File: src/rtl/fra_pkg.sv
package fra_pkg;
  typedef enum logic [1:0] {
    RSP_IGNORE = 2'b00,
    RSP_LATCH  = 2'b01,
    RSP_RETRY  = 2'b10,
    RSP_LATCH2 = 2'b11
  } fra_resp_e;

  typedef enum logic [1:0] {
    CH_RUN     = 2'b00,
    CH_LATCHED = 2'b01,
    CH_WAIT    = 2'b10
  } fra_ch_state_e;

  localparam int unsigned FRA_NUM_CH = 3;
  localparam int unsigned FRA_CH_OC  = 0;
  localparam int unsigned FRA_CH_UC  = 1;
  localparam int unsigned FRA_CH_EXT = 2;
endpackage

File: src/rtl/fra_tick_gen.sv
module fra_tick_gen #(
  parameter int unsigned TICK_DIV = 125000
) (
  input  logic clk,
  input  logic rst_n,
  output logic tick
);
  localparam int unsigned CW = (TICK_DIV > 1) ? $clog2(TICK_DIV) : 1;
  localparam logic [CW-1:0] LAST = CW'(TICK_DIV - 1);

  logic [CW-1:0] cnt_q;

  always_ff @(posedge clk) begin
    if (!rst_n) cnt_q <= '0;
    else if (cnt_q == LAST) cnt_q <= '0;
    else cnt_q <= cnt_q + 1'b1;
  end

  assign tick = (cnt_q == LAST);
endmodule

File: src/rtl/fra_fault_chan.sv
module fra_fault_chan
  import fra_pkg::*;
#(
  parameter int unsigned DLY_W = 16
) (
  input  logic             clk,
  input  logic             rst_n,
  input  logic             fault,
  input  fra_resp_e        resp,
  input  logic [DLY_W-1:0] delay,
  input  logic             tick,
  input  logic             clear,
  output logic             off
);
  fra_ch_state_e    state_q;
  logic [DLY_W-1:0] cnt_q;
  logic             act;

  // a shutdown response is chosen this cycle
  assign act = fault && (resp != RSP_IGNORE);
  assign off = (state_q != CH_RUN) || act;

  always_ff @(posedge clk) begin
    if (!rst_n) begin
      state_q <= CH_RUN;
      cnt_q   <= '0;
    end else begin
      unique case (state_q)
        CH_RUN: begin
          if (act) begin
            if (resp == RSP_RETRY) begin
              state_q <= CH_WAIT;
              cnt_q   <= delay;
            end else begin
              state_q <= CH_LATCHED;
            end
          end
        end
        CH_LATCHED: begin
          if (clear && !fault) state_q <= CH_RUN;
        end
        CH_WAIT: begin
          if (tick) begin
            if (cnt_q <= DLY_W'(1)) state_q <= CH_RUN;
            else cnt_q <= cnt_q - 1'b1;
          end
        end
        default: state_q <= CH_RUN;
      endcase
    end
  end
endmodule

File: src/rtl/fra_status.sv
module fra_status (
  input  logic clk,
  input  logic rst_n,
  input  logic oc,
  input  logic uc,
  input  logic ext_lo,
  input  logic mask,
  input  logic clear,
  output logic sts_oc,
  output logic sts_uc,
  output logic sts_other,
  output logic sts_ext_pin,
  output logic alert_n
);
  localparam int unsigned NB = 5;
  logic [NB-1:0] cond, bits_q;

  // 0 oc, 1 uc, 2 other, 3 ext pin, 4 ext alert source
  assign cond = {ext_lo && !mask, ext_lo, ext_lo, uc, oc};

  for (genvar b = 0; b < NB; b++) begin : g_bit
    always_ff @(posedge clk) begin
      if (!rst_n) bits_q[b] <= 1'b0;
      else if (cond[b]) bits_q[b] <= 1'b1;
      else if (clear) bits_q[b] <= 1'b0;
    end
  end

  assign sts_oc      = bits_q[0];
  assign sts_uc      = bits_q[1];
  assign sts_other   = bits_q[2];
  assign sts_ext_pin = bits_q[3];
  assign alert_n     = !(bits_q[0] || bits_q[1] || bits_q[4]);
endmodule

File: src/rtl/fra_ctrl.sv
module fra_ctrl
  import fra_pkg::*;
#(
  parameter int unsigned TICK_DIV = 125000,
  parameter int unsigned DLY_W    = 16
) (
  input  logic             clk,
  input  logic             rst_n,
  input  logic             en_req,
  input  logic             oc_flag,
  input  logic             uc_flag,
  input  logic             ext_fault_n,
  input  logic [1:0]       cfg_oc_resp,
  input  logic [1:0]       cfg_uc_resp,
  input  logic             cfg_ext_retry,
  input  logic             ext_alert_mask,
  input  logic [DLY_W-1:0] retry_delay,
  input  logic             clear_faults,
  output logic             out_en,
  output logic             alert_n,
  output logic             sts_oc,
  output logic             sts_uc,
  output logic             sts_other,
  output logic             sts_ext_pin
);
  logic                  tick;
  logic                  ext_lo;
  logic [FRA_NUM_CH-1:0] ch_fault, ch_off;
  fra_resp_e             ch_resp [FRA_NUM_CH];

  assign ext_lo = !ext_fault_n;

  assign ch_fault[FRA_CH_OC]  = oc_flag;
  assign ch_fault[FRA_CH_UC]  = uc_flag;
  assign ch_fault[FRA_CH_EXT] = ext_lo;
  assign ch_resp[FRA_CH_OC]   = fra_resp_e'(cfg_oc_resp);
  assign ch_resp[FRA_CH_UC]   = fra_resp_e'(cfg_uc_resp);
  assign ch_resp[FRA_CH_EXT]  = cfg_ext_retry ? RSP_RETRY : RSP_IGNORE;

  fra_tick_gen #(.TICK_DIV(TICK_DIV)) u_tick (
    .clk(clk), .rst_n(rst_n), .tick(tick)
  );

  for (genvar c = 0; c < FRA_NUM_CH; c++) begin : g_ch
    fra_fault_chan #(.DLY_W(DLY_W)) u_ch (
      .clk(clk), .rst_n(rst_n), .fault(ch_fault[c]), .resp(ch_resp[c]),
      .delay(retry_delay), .tick(tick), .clear(clear_faults), .off(ch_off[c])
    );
  end

  fra_status u_sts (
    .clk(clk), .rst_n(rst_n), .oc(oc_flag), .uc(uc_flag), .ext_lo(ext_lo),
    .mask(ext_alert_mask), .clear(clear_faults), .sts_oc(sts_oc),
    .sts_uc(sts_uc), .sts_other(sts_other), .sts_ext_pin(sts_ext_pin),
    .alert_n(alert_n)
  );

  assign out_en = en_req && !(|ch_off);
endmodule

File: config.mk
export PLATFORM = sky130hd
export DESIGN_NAME = fra_ctrl
export DESIGN_NICKNAME = d
export VERILOG_FILES = /design/src/rtl/fra_pkg.sv /design/src/rtl/fra_tick_gen.sv /design/src/rtl/fra_fault_chan.sv /design/src/rtl/fra_status.sv /design/src/rtl/fra_ctrl.sv
export SDC_FILE = /design/constraint.sdc
export NUM_CORES = 1
export LEC_CHECK = 0
export BUFFER_PORTS_ARGS = -buffer_cell sky130_fd_sc_hd__buf_4
export CAP_MARGIN = 15
export CORE_MARGIN = 4
export CORE_UTILIZATION = 45
export CTS_BUF_LIST = sky130_fd_sc_hd__clkbuf_8
export CTS_CLUSTER_DIAMETER = 40
export DETAILED_ROUTE_END_ITERATION = 10
export PLACE_DENSITY = 0.62
export SLEW_MARGIN = 20
export SYNTH_ARGS = -nofsm -noshare
export SYNTH_HDL_FRONTEND = slang
export SYNTH_HIERARCHICAL = 1
export SYNTH_SLANG_ARGS = --single-unit
File: constraint.sdc
create_clock -name clk -period 6 [get_ports clk]
set_clock_uncertainty 0.1 [all_clocks]
set_input_delay 0.6 -clock clk [delete_from_list [all_inputs] [get_ports clk]]
set_output_delay 0.6 -clock clk [all_outputs]
set_load 0.1 [all_outputs]
* Yosys cells after proc, flatten, opt, wreduce, memory -nomap -nowiden
Index checks and enable logic that the tools add are counted.
** Operators by class
- Reductions and logical operators :: 42
- Eq/ne operators :: 29
- Add/sub/neg operators :: 4
- Mux-type cells :: 39
- Bitwise operators :: 1
- Order comparisons :: 3
** Operators by type and width (number)
- 16-bit 2-to-1 mux :: 12
- 16-bit case mux with 2 select lines :: 3
- 16-bit by 1-bit <= comparator with 1-bit output (second input constant) :: 3
- 16-bit by 1-bit subtractor with 16-bit output (second input constant) :: 3
- 2-bit 2-to-1 mux :: 16
- 2-bit by 1-bit != test with 1-bit output (second input constant) :: 14
- 2-bit nonzero test :: 12
- 2-bit case mux with 3 select lines :: 3
- 17-bit by 1-bit adder with 17-bit output (second input constant) :: 1
- 17-bit == test (second input constant) :: 1
- 5-bit AND reduction :: 3
- 2-bit == test (second input constant) :: 6
- 4-bit AND reduction :: 3
- 2-bit != test (second input constant) :: 5
- 1-bit logical AND :: 8
- 2-bit by 1-bit == test with 1-bit output (second input constant) :: 3
- 1-bit zero test :: 6
- 2-bit zero test :: 3
- 1-bit logical OR :: 5
- 1-bit 2-to-1 mux :: 5
- 3-bit OR reduction :: 1
- 2-bit OR reduction :: 1
- 1-bit NOT :: 1
** Storage, ports and cells
- Output and inout bits :: 6
- Bits in registers :: 75

* Logic depth before layout (Yosys ltp)
- Depth after elaboration :: 7
- Mapped depth :: 9

* Modules after synthesis
Netlist, hierarchy kept.
** Modules (own cells, without submodules)
- fra_fault_chan :: cells each 163, sequential area each 360.3 µm², area each 1236.2 µm², instances 3
- fra_tick_gen :: cells each 85, sequential area each 340.3 µm², area each 784.5 µm², instances 1
- fra_status :: cells each 15, sequential area each 80.1 µm², area each 160.2 µm², instances 1
- fra_ctrl :: cells each 3, sequential area each 0.0 µm², area each 22.5 µm², instances 1

* Least setup slack after synthesis
No wires, ideal clock.
- Kind :: flip-flop to output port
- Start point :: register u_sts.bits_q[0], in the netlist u_sts/sts_oc
- End point :: output alert_n
- Required time :: 5.300 ns
- Setup slack :: 2.447 ns
- Cell stages (with the launch flop) :: 2
- Arrival time :: 2.853 ns
- Path through :: dfxtp_1 nor3_1
** Between the ends
- Cells in the longest elaborated chain, start to end :: 3
** RTL lines
- start, declared :: line fra_status.sv:16 : logic [NB-1:0] cond, bits_q;
- start signal, assigned by index :: line fra_status.sv:23 : if (!rst_n) bits_q[b] <= 1'b0;
- start signal, assigned by index :: line fra_status.sv:24 : else if (cond[b]) bits_q[b] <= 1'b1;
- start signal, assigned by index :: line fra_status.sv:25 : else if (clear) bits_q[b] <= 1'b0;
- 1-bit logical OR (2 in series) :: line fra_status.sv:33 : assign alert_n = !(bits_q[0] || bits_q[1] || bits_q[4]);
- 1-bit zero test :: line fra_status.sv:33
- end, declared :: line fra_ctrl.sv:20 : output logic alert_n,
Every way passes these cells.

* Worst setup path after layout
- Start point :: register u_tick.cnt_q[7]
- End point :: register g_ch[0].u_ch.cnt_q[9]
** Between the ends
- Cells in the longest elaborated chain, start to end :: 3
** RTL lines
- start, declared :: line fra_tick_gen.sv:11 : logic [CW-1:0] cnt_q;
- start signal, assigned :: line fra_tick_gen.sv:16 : else cnt_q <= cnt_q + 1'b1;
- 17-bit == test :: line fra_tick_gen.sv:19 : assign tick = (cnt_q == LAST);
- named net tick :: line fra_ctrl.sv:26 : logic tick;
- 2-bit by 1-bit != test with 1-bit output (no source line)
- 5-bit AND reduction (no source line)
- end signal, assigned :: line fra_fault_chan.sv:33 : cnt_q <= delay;
- end signal, assigned :: line fra_fault_chan.sv:45 : else cnt_q <= cnt_q - 1'b1;
- end, declared :: line fra_fault_chan.sv:16 : logic [DLY_W-1:0] cnt_q;
The timed path passes the listed nets, and every way through them passes these cells.
A chain may end at the register's enable or synchronous reset.

==> results <==
- The run finished with clean final reports.
- The H-tree level count is 3.
- The maximum number of pins on one net before global-route repair is 58.
- The synthesis warning total is 6.
- The depth of the worst register-to-register path is 5.
- The worst setup slack after placement is 2.45 ns.
- The final wirelength is 12900 um.
- Port buffering added 34 buffers.
- Max-cap violations in this run came to 0.
- The mapped netlist covers 0.00468 sq mm.
- The synthesized netlist contains 52 unique library cells.
- The upper clock frequency limit is 0.278 GHz.
- The total count of max-transition violations in the final report is 0.
- In this run the register-to-register setup slack is 2.40 ns.
- The endpoint identified for the worst register-to-register timing path is g_ch[0].u_ch/cnt_q[9].
- The total clock sinks is 75.
- Measured against its own limit, the worst slew margin works out to 26.1%.
- Across the VDD grid, the largest voltage drop is 0.106 mV.
- After detailed routing, the number of remaining DRC violations is 0.
- The clock period minus final worst setup slack is 3.60 ns.
- From synthesis to final layout, the design area changed by 9.34%.
- The critical path crosses 5 cells after its start point.
- Routability-driven placement finished with a final weighted congestion of 0.829.
- The cell sitting at the root of the clock tree is a clkbuf_8.
- The starting DRC count in detailed routing is 425.
- The buffers inserted during post-CTS setup optimization is 0.
- Traced cell by cell, the critical path runs through or4_4 > nor4_2 > o311ai_4 > and2_0 > o32ai_1.
- Cells with a size suffix above 1 make up 11.8% of the layout.
- The core box area is 0.00995 sq mm.
- The total placed cells including tap cells is 710.
- The library cells used most frequently in the layout, excluding fill and tap cells, are dfxtp_1, nand2_1, a21oi_1.
- The horizontal die dimension is 110 um.
- The design draws 0.00130 W.
- The reg-to-reg startpoint is u_tick/cnt_q[7].
- The number of buffer and inverter instances along the worst setup path is 0.
- For this configuration, the core starts out at a cell density of 47.0%.
- 35 I/O pins were placed.
- STA classifies the critical path startpoint as a flip-flop.
- Dividing the final minimum period by the clock period gives 60.0%.
- The part of the Yosys area used for sequential elements is 32.1%.
- The deepest clock path buffer count is 2.
- The floorplan die area is 0.0121 sq mm.
- The via-per-instance ratio is 6.13.
- Across all layers, the routed design uses 4450 vias.
- The slowest stage of the critical path belongs to the cell nor4_2.
- The worst setup path is of the flip-flop to flip-flop kind.
- The initialized floorplan defines 36 standard-cell rows.
- Dividing the detail-routed wire length by the instance count gives 17.8 um.
- In this run, CTS created clock tree buffers numbering 9.
- In this run the worst path has a maximum fanout of 19.
- Buffers inserted to repair hold after CTS numbered 0.
- The largest single stage delay on the critical path is 0.94 ns.
- The vertical die dimension is 110 um.
- Setup repair after global routing left no endpoint under its margin.
- The leakage power summed over all cells is 1.91 nW.
- The class of the most critical hold timing path is flip-flop to flip-flop.
- The number of antenna-violating nets in the routed design is 0.
- The data required time of the worst path is 6.16 ns.
- The detailed placer's ending HPWL is 8570 um.
- Setup violations remaining at the end of the flow were counted as 0.
- At the end of the flow, the number of nets in the layout was 624.
- The number of global-route vias before repair is 4022.
- Clock latency on the worst-skew pair, taken at its later pin, is 0.36 ns.
- The power per unit of standard cell area is 255 mW/mm^2.
- The post-synthesis cell count is 592.
- At the pin with the least slew margin, the transition time is 1.10 ns.
- The first global-routing pass estimated 20700 um of wire.
- The count of cells in the finished layout, fillers not included, comes to 726.
- Dividing the synthesized area by the synthesized cell count gives 7.90 sq um.
- The number of failing hold endpoints at the final stage is 0.
- The critical hold path startpoint is g_ch[1].u_ch/cnt_q[15].
- After clock tree synthesis, the clock-pin slew on the worst setup and hold paths is 0.09 ns.
- The leading cell type in the layout, fill and taps excluded is dfxtp_1.
- 0 antenna diodes ended up in the layout.
- The pre-antenna-repair detailed-routing pass consisted of 5 iterations.
- The kind of end point of the critical path is a flip-flop.
- Setup slack closes at 2.40 ns.
- The path with the worst hold slack has its endpoint at g_ch[1].u_ch/cnt_q[15].
- Across every metal layer, demand over resource in global routing totals 22.0%.
- Data arrives at the worst endpoint at 3.76 ns.
- On the critical path the largest part of the delay comes from simple AND/OR/NAND/NOR gates.
- The number of antenna violations at the first check in global routing is 0.
- For this run the aggregate overflow at the end of global routing stands at 0.
- In the final timing run, aggregate negative setup slack is 0 ns.
- After synthesis the netlist holds a flip-flop and latch count of 75.
- The number of gates resized after CTS was 0.
- TritonCTS built the clock tree.
- The fraction of the core area covered by cells at the end of the flow is 51.4%.
- The hold path depth is 2.
## flip-flops by register name, indices dropped and copies added (netlist names)
name               cells
g_ch.u_ch/state_q      6
u_sts/sts_ext_pin      1
g_ch.u_ch/cnt_q       48
u_sts/bits_q           1
u_sts/sts_uc           1
u_tick/cnt_q          17
u_sts/sts_oc           1
## tightest hold or removal path, stage by stage (launching register included)
cell     delay, ns
dfxtp_1       0.31
nand2_1       0.05
o32ai_1       0.06
## power by group
part / internal (W) / switching [W] / total [W] / leakage [nW]
Sequential: 0.000517 / 0.0000207 / 0.000538 / 0.610
Combinational: 0.0000982 / 0.000174 / 0.000273 / 1.18
Clock: 0.000288 / 0.000205 / 0.000493 / 0.123
Total: 0.000904 / 0.000400 / 0.00130 / 1.91
## cell type report
cell class                 count  area, sq um
fill                         997         4840
multi-input combinational    446         2850
sequential                    75         1500
timing repair buffer          37          278
tap                          133          166
clock buffer                  10          138
clock inverter                 6          111
inverter                      19         71.3
## metal layers
metal / up-vias / routed length [um] / GRT usage, % / share of wire (%)
met3: 19 / 700 / 2.58 / 5.4
met2: 132 / 5730 / 34.7 / 44
met5: - / 0 / 0 / 0
met1: 2093 / 6150 / 30.2 / 48
met4: 0 / 310 / 8.99 / 2.4
li1: 2206 / - / - / -
## logic make-up (layout without fill, tap and decap cells)
family	count (synthesis)	after routing	share of synthesized area, %
fa+ha+maj	7	7	1.87
xor+xnor	14	14	2.62
flops	75	75	32.1
buf+inv	72	72	7.22
simple gates	239	239	27.1
other cells	1	2	0.0802
compound gates	181	181	28.4
mux	3	3	0.642
## metrics by stage
step	hold WS [ns]	area [sq um]
floorplan	0.326	4680
global placement	0.344	4860
detailed placement	0.352	4860
CTS	0.354	5110
global route	0.365	5110
finish	0.365	5110
## cells in the mapped netlist, drive strengths merged
master    n  area share [%]
o32ai    33             6.2
o21bai    3            0.48
o22ai     6            0.80
o311ai    3             1.7
o21a      6            0.96
a221oi    6             1.1
nor2     51             4.1
a2bb2o    3            0.64
and2      4            0.54
dfxtp    75              32
conb      1           0.080
ha        7             1.9
a21boi    1            0.24
nand3    12             1.3
nor3b     7             1.1
or2       1            0.13
a22oi    21             3.4
xor2      4            0.75
or4b      3            0.64
o41ai     4             1.2
nor4b     8             1.6
a21oi    61             6.5
mux2i     3            0.64
and3      7            0.94
nor4     13             2.1
nor2b     9             1.2
clkbuf   33             2.6
o31a      9             1.7
nand2    65             5.2
or4      17             2.8
a32oi     3            0.56
nor3     25             2.7
or3       3            0.40
nand4     3            0.54
a211oi    3            0.48
xnor2    10             1.9
or3b      3            0.56
o31ai     4            0.64
a2bb2oi   3            0.56
nand2b    8             1.1
buf      20             3.1
inv      19             1.5
o21ai    12             1.3
## worst max path at each step
stage,from,endpoint,slack (ns)
floorplan,u_sts/sts_oc,alert_n,2.45
global placement,u_tick/cnt_q[7],g_ch[0].u_ch/cnt_q[9],2.55
detailed placement,u_tick/cnt_q[7],g_ch[0].u_ch/cnt_q[15],2.45
CTS,u_tick/cnt_q[7],g_ch[0].u_ch/cnt_q[15],2.37
global route,u_tick/cnt_q[7],g_ch[2].u_ch/cnt_q[14],2.19
finish,u_tick/cnt_q[7],g_ch[0].u_ch/cnt_q[9],2.40
Power figures use the tool's default switching activity.
